## src/rtl/bws_pkg.sv

```systemverilog
package bws_pkg;

  localparam int SR_W     = 16;
  localparam int LVL_W    = 3;
  localparam int MASK_LSB = 8;
  localparam int CODE_W   = 5;
  localparam int VEC_W    = 8;

  localparam logic [VEC_W-1:0] VEC_BUS  = 8'd2;
  localparam logic [VEC_W-1:0] VEC_ADDR = 8'd3;

  typedef enum logic [2:0] {
    ST_IDLE,
    ST_ADDR,
    ST_DATA,
    ST_WAIT,
    ST_STOP
  } seq_state_t;

  typedef enum logic [1:0] {
    FLT_NONE = 2'b00,
    FLT_BUS  = 2'b01,
    FLT_ADDR = 2'b10
  } fault_kind_t;

  // status code: read, normal execution, supervisor, space select
  function automatic logic [CODE_W-1:0] make_code(input logic rd, input logic in_exc,
                                                  input logic sup, input logic fetch);
    logic [1:0] space;
    space = fetch ? 2'b10 : 2'b01;
    return {rd, ~in_exc, sup, space};
  endfunction

  // {upper, lower} byte lane selection
  function automatic logic [1:0] lane_select(input logic wide, input logic odd);
    if (wide) return 2'b11;
    return odd ? 2'b01 : 2'b10;
  endfunction

  function automatic logic level_reaches(input logic [LVL_W-1:0] lvl,
                                         input logic [LVL_W-1:0] mask);
    return lvl >= mask;
  endfunction

endpackage

```

## src/rtl/bws_sync.sv

```systemverilog
module bws_sync #(
  parameter int STAGES = 2
) (
  input  logic clk,
  input  logic rst_n,
  input  logic d,
  output logic q
);
  logic [STAGES-1:0] chain;

  generate
    if (STAGES == 1) begin : g_one
      always_ff @(posedge clk or negedge rst_n) begin
        if (!rst_n) chain <= '0;
        else        chain <= d;
      end
    end else begin : g_many
      always_ff @(posedge clk or negedge rst_n) begin
        if (!rst_n) chain <= '0;
        else        chain <= {chain[STAGES-2:0], d};
      end
    end
  endgenerate

  assign q = chain[STAGES-1];
endmodule

```

## src/rtl/bws_req_decode.sv

```systemverilog
module bws_req_decode
  import bws_pkg::*;
#(
  parameter int AW = 24
) (
  input  logic [AW-1:0]     addr,
  input  logic              rd,
  input  logic              wide,
  input  logic              fetch,
  input  logic              sup,
  input  logic              in_exc,
  output logic              misaligned,
  output logic [CODE_W-1:0] code,
  output logic [1:0]        lanes
);
  always_comb begin
    misaligned = wide & addr[0];
    code       = make_code(rd, in_exc, sup, fetch);
    lanes      = lane_select(wide, addr[0]);
  end
endmodule

```

## src/rtl/bws_stop_ctl.sv

```systemverilog
module bws_stop_ctl
  import bws_pkg::*;
#(
  parameter logic [SR_W-1:0] RST_SR = 16'h2700
) (
  input  logic             clk,
  input  logic             rst_n,
  input  logic             load,
  input  logic [SR_W-1:0]  load_val,
  input  logic [LVL_W-1:0] irq_lvl,
  output logic [SR_W-1:0]  sr_q,
  output logic             wake
);
  always_ff @(posedge clk or negedge rst_n) begin
    if (!rst_n)    sr_q <= RST_SR;
    else if (load) sr_q <= load_val;
  end

  assign wake = level_reaches(irq_lvl, sr_q[MASK_LSB +: LVL_W]);
endmodule

```

## src/rtl/bus_wait_seq.sv

```systemverilog
module bus_wait_seq
  import bws_pkg::*;
#(
  parameter int AW          = 24,
  parameter int DW          = 16,
  parameter int SYNC_STAGES = 2
) (
  input  logic              clk,
  input  logic              rst_n,
  input  logic              req_valid,
  output logic              req_ready,
  input  logic [AW-1:0]     req_addr,
  input  logic              req_read,
  input  logic              req_word,
  input  logic              req_prog,
  input  logic [DW-1:0]     req_wdata,
  input  logic              req_stop,
  input  logic [15:0]       req_stop_sr,
  input  logic              core_super,
  input  logic              core_exc,
  output logic              rsp_valid,
  output logic [DW-1:0]     rsp_rdata,
  output logic              exc_valid,
  output logic [1:0]        exc_kind,
  output logic [7:0]        exc_vector,
  output logic [AW-1:0]     exc_addr,
  output logic [4:0]        exc_code,
  output logic [AW-1:0]     bus_addr,
  output logic              bus_as,
  output logic              bus_uds,
  output logic              bus_lds,
  output logic              bus_rw,
  output logic [DW-1:0]     bus_wdata,
  output logic [4:0]        bus_fc,
  input  logic [DW-1:0]     bus_rdata,
  input  logic              bus_ack,
  input  logic              bus_err,
  input  logic [2:0]        irq_lvl,
  output logic              stopped,
  output logic [15:0]       status_out
);
  localparam int N_SYNC = 2;

  seq_state_t st, st_nx;

  logic [AW-1:0]     cyc_addr;
  logic              cyc_read;
  logic [DW-1:0]     cyc_wdata;
  logic [CODE_W-1:0] cyc_code;
  logic [1:0]        cyc_lanes;

  logic              dec_mis;
  logic [CODE_W-1:0] dec_code;
  logic [1:0]        dec_lanes;

  logic [N_SYNC-1:0] raw_in, sync_out;
  logic ack_s, berr_s;
  logic wake;

  // named events
  logic accept, stop_enter, addr_fault, issue;
  logic strobing, wait_cycle, ack_seen, berr_seen, stop_exit;

  assign raw_in = {bus_err, bus_ack};

  generate
    for (genvar i = 0; i < N_SYNC; i++) begin : g_sync
      bws_sync #(.STAGES(SYNC_STAGES)) u_sync (
        .clk   (clk),
        .rst_n (rst_n),
        .d     (raw_in[i]),
        .q     (sync_out[i])
      );
    end
  endgenerate

  assign ack_s  = sync_out[0];
  assign berr_s = sync_out[1];

  bws_req_decode #(.AW(AW)) u_dec (
    .addr       (req_addr),
    .rd         (req_read),
    .wide       (req_word),
    .fetch      (req_prog),
    .sup        (core_super),
    .in_exc     (core_exc),
    .misaligned (dec_mis),
    .code       (dec_code),
    .lanes      (dec_lanes)
  );

  bws_stop_ctl u_stop (
    .clk      (clk),
    .rst_n    (rst_n),
    .load     (stop_enter),
    .load_val (req_stop_sr),
    .irq_lvl  (irq_lvl),
    .sr_q     (status_out),
    .wake     (wake)
  );

  assign accept     = req_valid && (st == ST_IDLE);
  assign stop_enter = accept && req_stop;
  assign addr_fault = accept && !req_stop && dec_mis;
  assign issue      = accept && !req_stop && !dec_mis;
  assign strobing   = (st == ST_DATA) || (st == ST_WAIT);
  assign wait_cycle = (st == ST_WAIT);
  assign berr_seen  = strobing && berr_s;
  assign ack_seen   = strobing && ack_s && !berr_s;
  assign stop_exit  = (st == ST_STOP) && wake;

  always_comb begin
    st_nx = st;
    unique case (st)
      ST_IDLE: begin
        if (stop_enter)  st_nx = ST_STOP;
        else if (issue)  st_nx = ST_ADDR;
      end
      ST_ADDR: st_nx = ST_DATA;
      ST_DATA, ST_WAIT: begin
        if (berr_seen || ack_seen) st_nx = ST_IDLE;
        else                       st_nx = ST_WAIT;
      end
      ST_STOP: if (stop_exit) st_nx = ST_IDLE;
      default: st_nx = ST_IDLE;
    endcase
  end

  always_ff @(posedge clk or negedge rst_n) begin
    if (!rst_n) st <= ST_IDLE;
    else        st <= st_nx;
  end

  always_ff @(posedge clk or negedge rst_n) begin
    if (!rst_n) begin
      cyc_addr  <= '0;
      cyc_read  <= 1'b1;
      cyc_wdata <= '0;
      cyc_code  <= '0;
      cyc_lanes <= '0;
    end else if (issue) begin
      cyc_addr  <= req_addr;
      cyc_read  <= req_read;
      cyc_wdata <= req_wdata;
      cyc_code  <= dec_code;
      cyc_lanes <= dec_lanes;
    end
  end

  always_ff @(posedge clk or negedge rst_n) begin
    if (!rst_n) begin
      rsp_valid <= 1'b0;
      rsp_rdata <= '0;
    end else begin
      rsp_valid <= ack_seen;
      if (ack_seen) rsp_rdata <= bus_rdata;
    end
  end

  always_ff @(posedge clk or negedge rst_n) begin
    if (!rst_n) begin
      exc_valid  <= 1'b0;
      exc_kind   <= FLT_NONE;
      exc_vector <= '0;
      exc_addr   <= '0;
      exc_code   <= '0;
    end else begin
      exc_valid <= addr_fault || berr_seen;
      if (addr_fault) begin
        exc_kind   <= FLT_ADDR;
        exc_vector <= VEC_ADDR;
        exc_addr   <= req_addr;
        exc_code   <= dec_code;
      end else if (berr_seen) begin
        exc_kind   <= FLT_BUS;
        exc_vector <= VEC_BUS;
        exc_addr   <= cyc_addr;
        exc_code   <= cyc_code;
      end
    end
  end

  assign req_ready = (st == ST_IDLE);
  assign stopped   = (st == ST_STOP);
  assign bus_as    = (st == ST_ADDR) || strobing;
  assign bus_uds   = strobing && cyc_lanes[1];
  assign bus_lds   = strobing && cyc_lanes[0];
  assign bus_addr  = cyc_addr;
  assign bus_rw    = cyc_read;
  assign bus_wdata = cyc_wdata;
  assign bus_fc    = bus_as ? cyc_code : '0;
endmodule

```

## config.mk

```make
export PLATFORM = sky130hd
export DESIGN_NAME = bus_wait_seq
export DESIGN_NICKNAME = d
export VERILOG_FILES = /design/src/rtl/bws_pkg.sv /design/src/rtl/bws_sync.sv /design/src/rtl/bws_req_decode.sv /design/src/rtl/bws_stop_ctl.sv /design/src/rtl/bus_wait_seq.sv
export SDC_FILE = /design/constraint.sdc
export NUM_CORES = 1
export LEC_CHECK = 0
export ABC_AREA = 1
export BUFFER_PORTS_ARGS = -buffer_cell sky130_fd_sc_hd__buf_2
export CORE_MARGIN = 1.5
export CORE_UTILIZATION = 48
export DETAILED_ROUTE_END_ITERATION = 16
export PLACE_DENSITY = 0.78
export SETUP_SLACK_MARGIN = 0.02
export SYNTH_ARGS = -nofsm -noshare
export SYNTH_HDL_FRONTEND = slang
export SYNTH_SLANG_ARGS = --single-unit
export TNS_END_PERCENT = 100
```

## constraint.sdc

```tcl
create_clock -name clk -period 1.7 [get_ports clk]
set_clock_uncertainty 0.2 [all_clocks]
set_input_delay 0.51 -clock clk [delete_from_list [all_inputs] [get_ports clk]]
set_output_delay 0.51 -clock clk [all_outputs]
set_load 0.02 [all_outputs]
```

==> results of run 1 <==
-- repair_timing --
action                                  in CTS
gates resized for setup                    345
setup buffers                               65
endpoints found under the setup margin     193
endpoints found under the hold margin       62
gates cloned                                12
hold buffers                                45
pin swaps                                    7
-- cells by family after synthesis --
| kind of cell | share of synthesized area (%) |
|---|---|
| AO/OA/AOI/OAI | 8.365 |
| adder cells (fa/ha/maj) | 0.7491 |
| buffers and inverters | 7.715 |
| flip-flops | 60.55 |
| other | 0.07483 |
| AND/OR/NAND/NOR | 22.55 |
-- per-stage QoR --
| step | worst slack, ns | cells | instance area [um2] |
|---|---|---|---|
| CTS | -0.4836 | 1061 | 9369 |
| global placement | -0.1530 | 908 | 6362 |
| floorplan | 0.01291 | 569 | 5075 |
| detailed placement | -0.1825 | 908 | 6362 |
==> flow_metrics.tcl, run 1 <==
set metrics [dict create \
    clock_sinks 121 \
    lastStage "global routing (5_1_grt)" \
    die_w_um 105.2 \
    grt_max_degree 29 \
    avgSynthCellArea_um2 8.885 \
    yosysMostFrequentCell "nand2_1" \
    synth_area_um2 5011 \
    floorplan.initialDensity_pct 48.98 \
    postSynthCellCount 564 \
    row_count 37 \
    port_buffers 203 \
    outcome "stopped before the end" \
    synth-edff-count 0 \
    ys_warn_count 0 \
    ys_top_cells_by_count "nand2_1, dfrtp_1, inv_1" \
    synth_cell_types 26 \
    ys_top_cells_by_area "dfrtp_1, nand2_1, o21ai_0, inv_1, a21oi_1" \
    h-tree-depth 4 \
    cts-root-buf "clkbuf_8" \
    cts_made_buffers 17 \
    ys.flop_type "dfrtp_1" \
    synth_seq_cells 121 \
    synth_top_area_cell "dfrtp_1" \
    ios 210 \
    stop_error "[ERROR DPL-0038] Utilization greater than 100%, impossible to legalize" \
    dpl.hpwl_um 9503 \
    place_congestion 0.8388 \
    endpoint_type "output port" \
    grt-worst-endpoint "bus_fc[4]" \
    async_reset_ff_share_pct 100.0 \
    yosysSeqAreaShare_pct 60.55 \
    die_h_um 105.2 \
    yosysTopAreaCellShare_pct 57.93 \
    clk_path_buf_depth 2 \
]
==> run 2: changes to the inputs <==
Settings changed: CORE_UTILIZATION 48 to 40, PLACE_DENSITY 0.78 to not set, PLACE_DENSITY_LB_ADDON set to 0.15, SETUP_SLACK_MARGIN 0.02 to not set.
==> run 2 against run 1 <==
Against the previous run:
- the flow now finishes, with violations (setup timing)
- synthesized cell count did not move
- synthesized area unchanged
==> flow_metrics.tcl, run 2 <==
set metrics [dict create \
    maxCapViolCount 0 \
    crit_path_frequent_cell "nor2_4" \
    ys_warn_count 0 \
    crit_path_max_incr_delay_ns 0.42 \
    die_area_um2 13210 \
    crit_family "flip-flops" \
    setup_viol 107 \
    dr_total_vias 4795 \
    timing.fmax_mhz 475.4 \
    die_h_um 114.9 \
    grt_max_degree 42 \
    drt_pass1_iterations 4 \
    gr-total-overflow 0 \
    ys.flop_type "dfrtp_1" \
    layout_commonest_cell "nand2_1" \
    cp.required_ns 0.99 \
    placed_area_um2 6392 \
    path_max_fanout 6 \
    cts-root-buf "clkbuf_16" \
    crit_buf_inv 2 \
    place_congestion 0.7585 \
    avgSynthCellArea_um2 8.885 \
    violations "setup timing" \
    clock_latency_ns 0.41 \
    arrival_ns 1.39 \
    floorplan.initialDensity_pct 41.37 \
    hold_violations 0 \
    fin_area_um2 7891 \
    synth_area_um2 5011 \
    ys_top_cells_by_area "dfrtp_1, nand2_1, o21ai_0, inv_1, a21oi_1" \
    synth_cell_types 26 \
    layout.nets 924 \
    grt_usage_pct 22.43 \
    wl_per_cell_um 15.30 \
    fin_crit_ns 2.104 \
    drc 0 \
    min_path_type "in -> reg" \
    synth_seq_cells 121 \
    drive_above_1_share_pct 42.13 \
    path_clk_slew_ns 0.05 \
    p_total_mw 15.59 \
    ys_top_cells_by_count "nand2_1, dfrtp_1, inv_1" \
    yosysTopAreaCellShare_pct 57.93 \
    clk_path_buf_depth 2 \
    yosysMostFrequentCell "nand2_1" \
    row_count 40 \
    cts_tree "built" \
    antennaDiodeCount 0 \
    cp-start-kind "register" \
    synth_top_area_cell "dfrtp_1" \
    leakagePower_nw 4.240 \
    final_cell_mix "nand2_1, buf_2, dfrtp_1, buf_4, buf_6" \
    path_cells "nor2_4 -> nor2_4 -> inv_6 -> nor2_4 -> buf_6" \
    grt_pass1_wl_um 22620 \
    cp-end-kind "output pin" \
    ios 210 \
    antenna_found_initial 0 \
    grt_pass1_vias 4613 \
    drt-initial-drc-count 232 \
    h-tree-depth 4 \
    synth-edff-count 0 \
    slowest_stage "dfrtp_1" \
    port_buffers 203 \
    async_reset_ff_share_pct 100.0 \
    die_w_um 114.9 \
    reg2reg_from "st[0]" \
    hp-start "bus_ack" \
    viasPerCell 4.733 \
    ant_nets 0 \
    core_area_um2 12110 \
    period_share_pct 123.7 \
    critPathKind "reg -> out" \
    critPathLaunch "st[0]" \
    postSynthCellCount 564 \
    slew_violations 0 \
    rsz0062_at_grt "true" \
    power.density_nw_per_um2 1975 \
    ir_drop_uv 1129 \
    dpl.hpwl_um 9118 \
    totalWireLength_um 15500 \
    yosysSeqAreaShare_pct 60.55 \
    clock_sinks 121 \
    areaGrowthSynthToFinish_pct 57.48 \
    worst_slack_ns -0.4036 \
    outcome "complete, but fails checks" \
    cts_made_buffers 17 \
]
run 2: cell counts after synthesis:
Identical to the previous run, type by type.
run 2: layout make-up:
cell class | instances | area (um2)
clock inverters | 4 | 20.02
well taps | 168 | 210.2
inverters | 46 | 182.7
fillers | 1009 | 4220
multi-input cells | 373 | 1793
repair inverters | 1 | 8.758
clock buffers | 25 | 485.5
repair buffers | 275 | 2156
flip-flops and latches | 121 | 3035
run 2: worst paths after layout:
| path | end | slack (ns) | cells after the start |
|---|---|---|---|
| min reg2reg | g_sync[1].u_sync.chain[1] | 0.15 | 0 |
| max in group asynchronous | bus_rw | 0.38 | 3 |
| min in group asynchronous | exc_addr[15] | 0.35 | 2 |
| min | g_sync[0].u_sync.chain[0] | 0.02 | 1 |
| max | bus_fc[0] | -0.40 | 5 |
| max reg2reg | cyc_lanes[0] | -0.34 | 11 |
run 2: cell families after synthesis:
kind of cell | count (synthesis) | share of synthesized area (%)
adders and majority gates | 3 | 0.7491
buffers and inverters | 76 | 7.715
AOI/OAI and AO/OA | 83 | 8.365
and+or+nand+nor | 280 | 22.55
DFF | 121 | 60.55
other | 1 | 0.07483
run 2: metal layers:
layer / GRT usage (%) / vias to the layer above / share of wire [%]
met5: 0 / - / 0
met4: 9.136 / 0 / 1.8
met3: 6.431 / 21 / 7.6
met2: 36.43 / 214 / 49
met1: 28.35 / 2282 / 42
li1: - / 2278 / -
run 2: through the flow:
step,hold slack (ns),worst slack (ns),setup TNS [ns],cells,util [%]
floorplan,0.01441,0.006035,0,569,-
global placement,0.1347,-0.1755,-7.297,936,52.78
detailed placement,0.1355,-0.2218,-9.301,936,52.78
CTS,0.0006384,-0.4072,-16.10,991,61.08
global route,0.002506,-0.4595,-32.56,1013,65.16
finish,0.01985,-0.4036,-25.30,1013,65.16
run 2: timing repair:
action / 4_1_cts / 5_1_grt
hold buffers: 2 / 0
endpoints found under the setup margin: 47 / 126
pin swaps: 9 / 9
gates resized for setup: 51 / 83
buffers inserted: 19 / 13
endpoints found under the hold margin: 18 / 0
gates cloned: 6 / 9
run 2: worst register-to-register path, delay by kind of cell, from the launching register on:
kind / cells / cell delay [ns]
buffers and inverters: 6 / 0.78
AOI/OAI and AO/OA: 2 / 0.16
DFF: 1 / 0.42
and+or+nand+nor: 3 / 0.42
run 2: where the power goes:
| group | total, mW | leakage, nW | switching (mW) | internal, mW |
|---|---|---|---|---|
| clock network | 3.13 | 0.253 | 1.19 | 1.94 |
| logic | 7.40 | 2.51 | 4.35 | 3.06 |
| registers | 5.05 | 1.48 | 0.800 | 4.25 |
| total | 15.6 | 4.24 | 6.34 | 9.25 |
(Power assumes the default switching activity.)
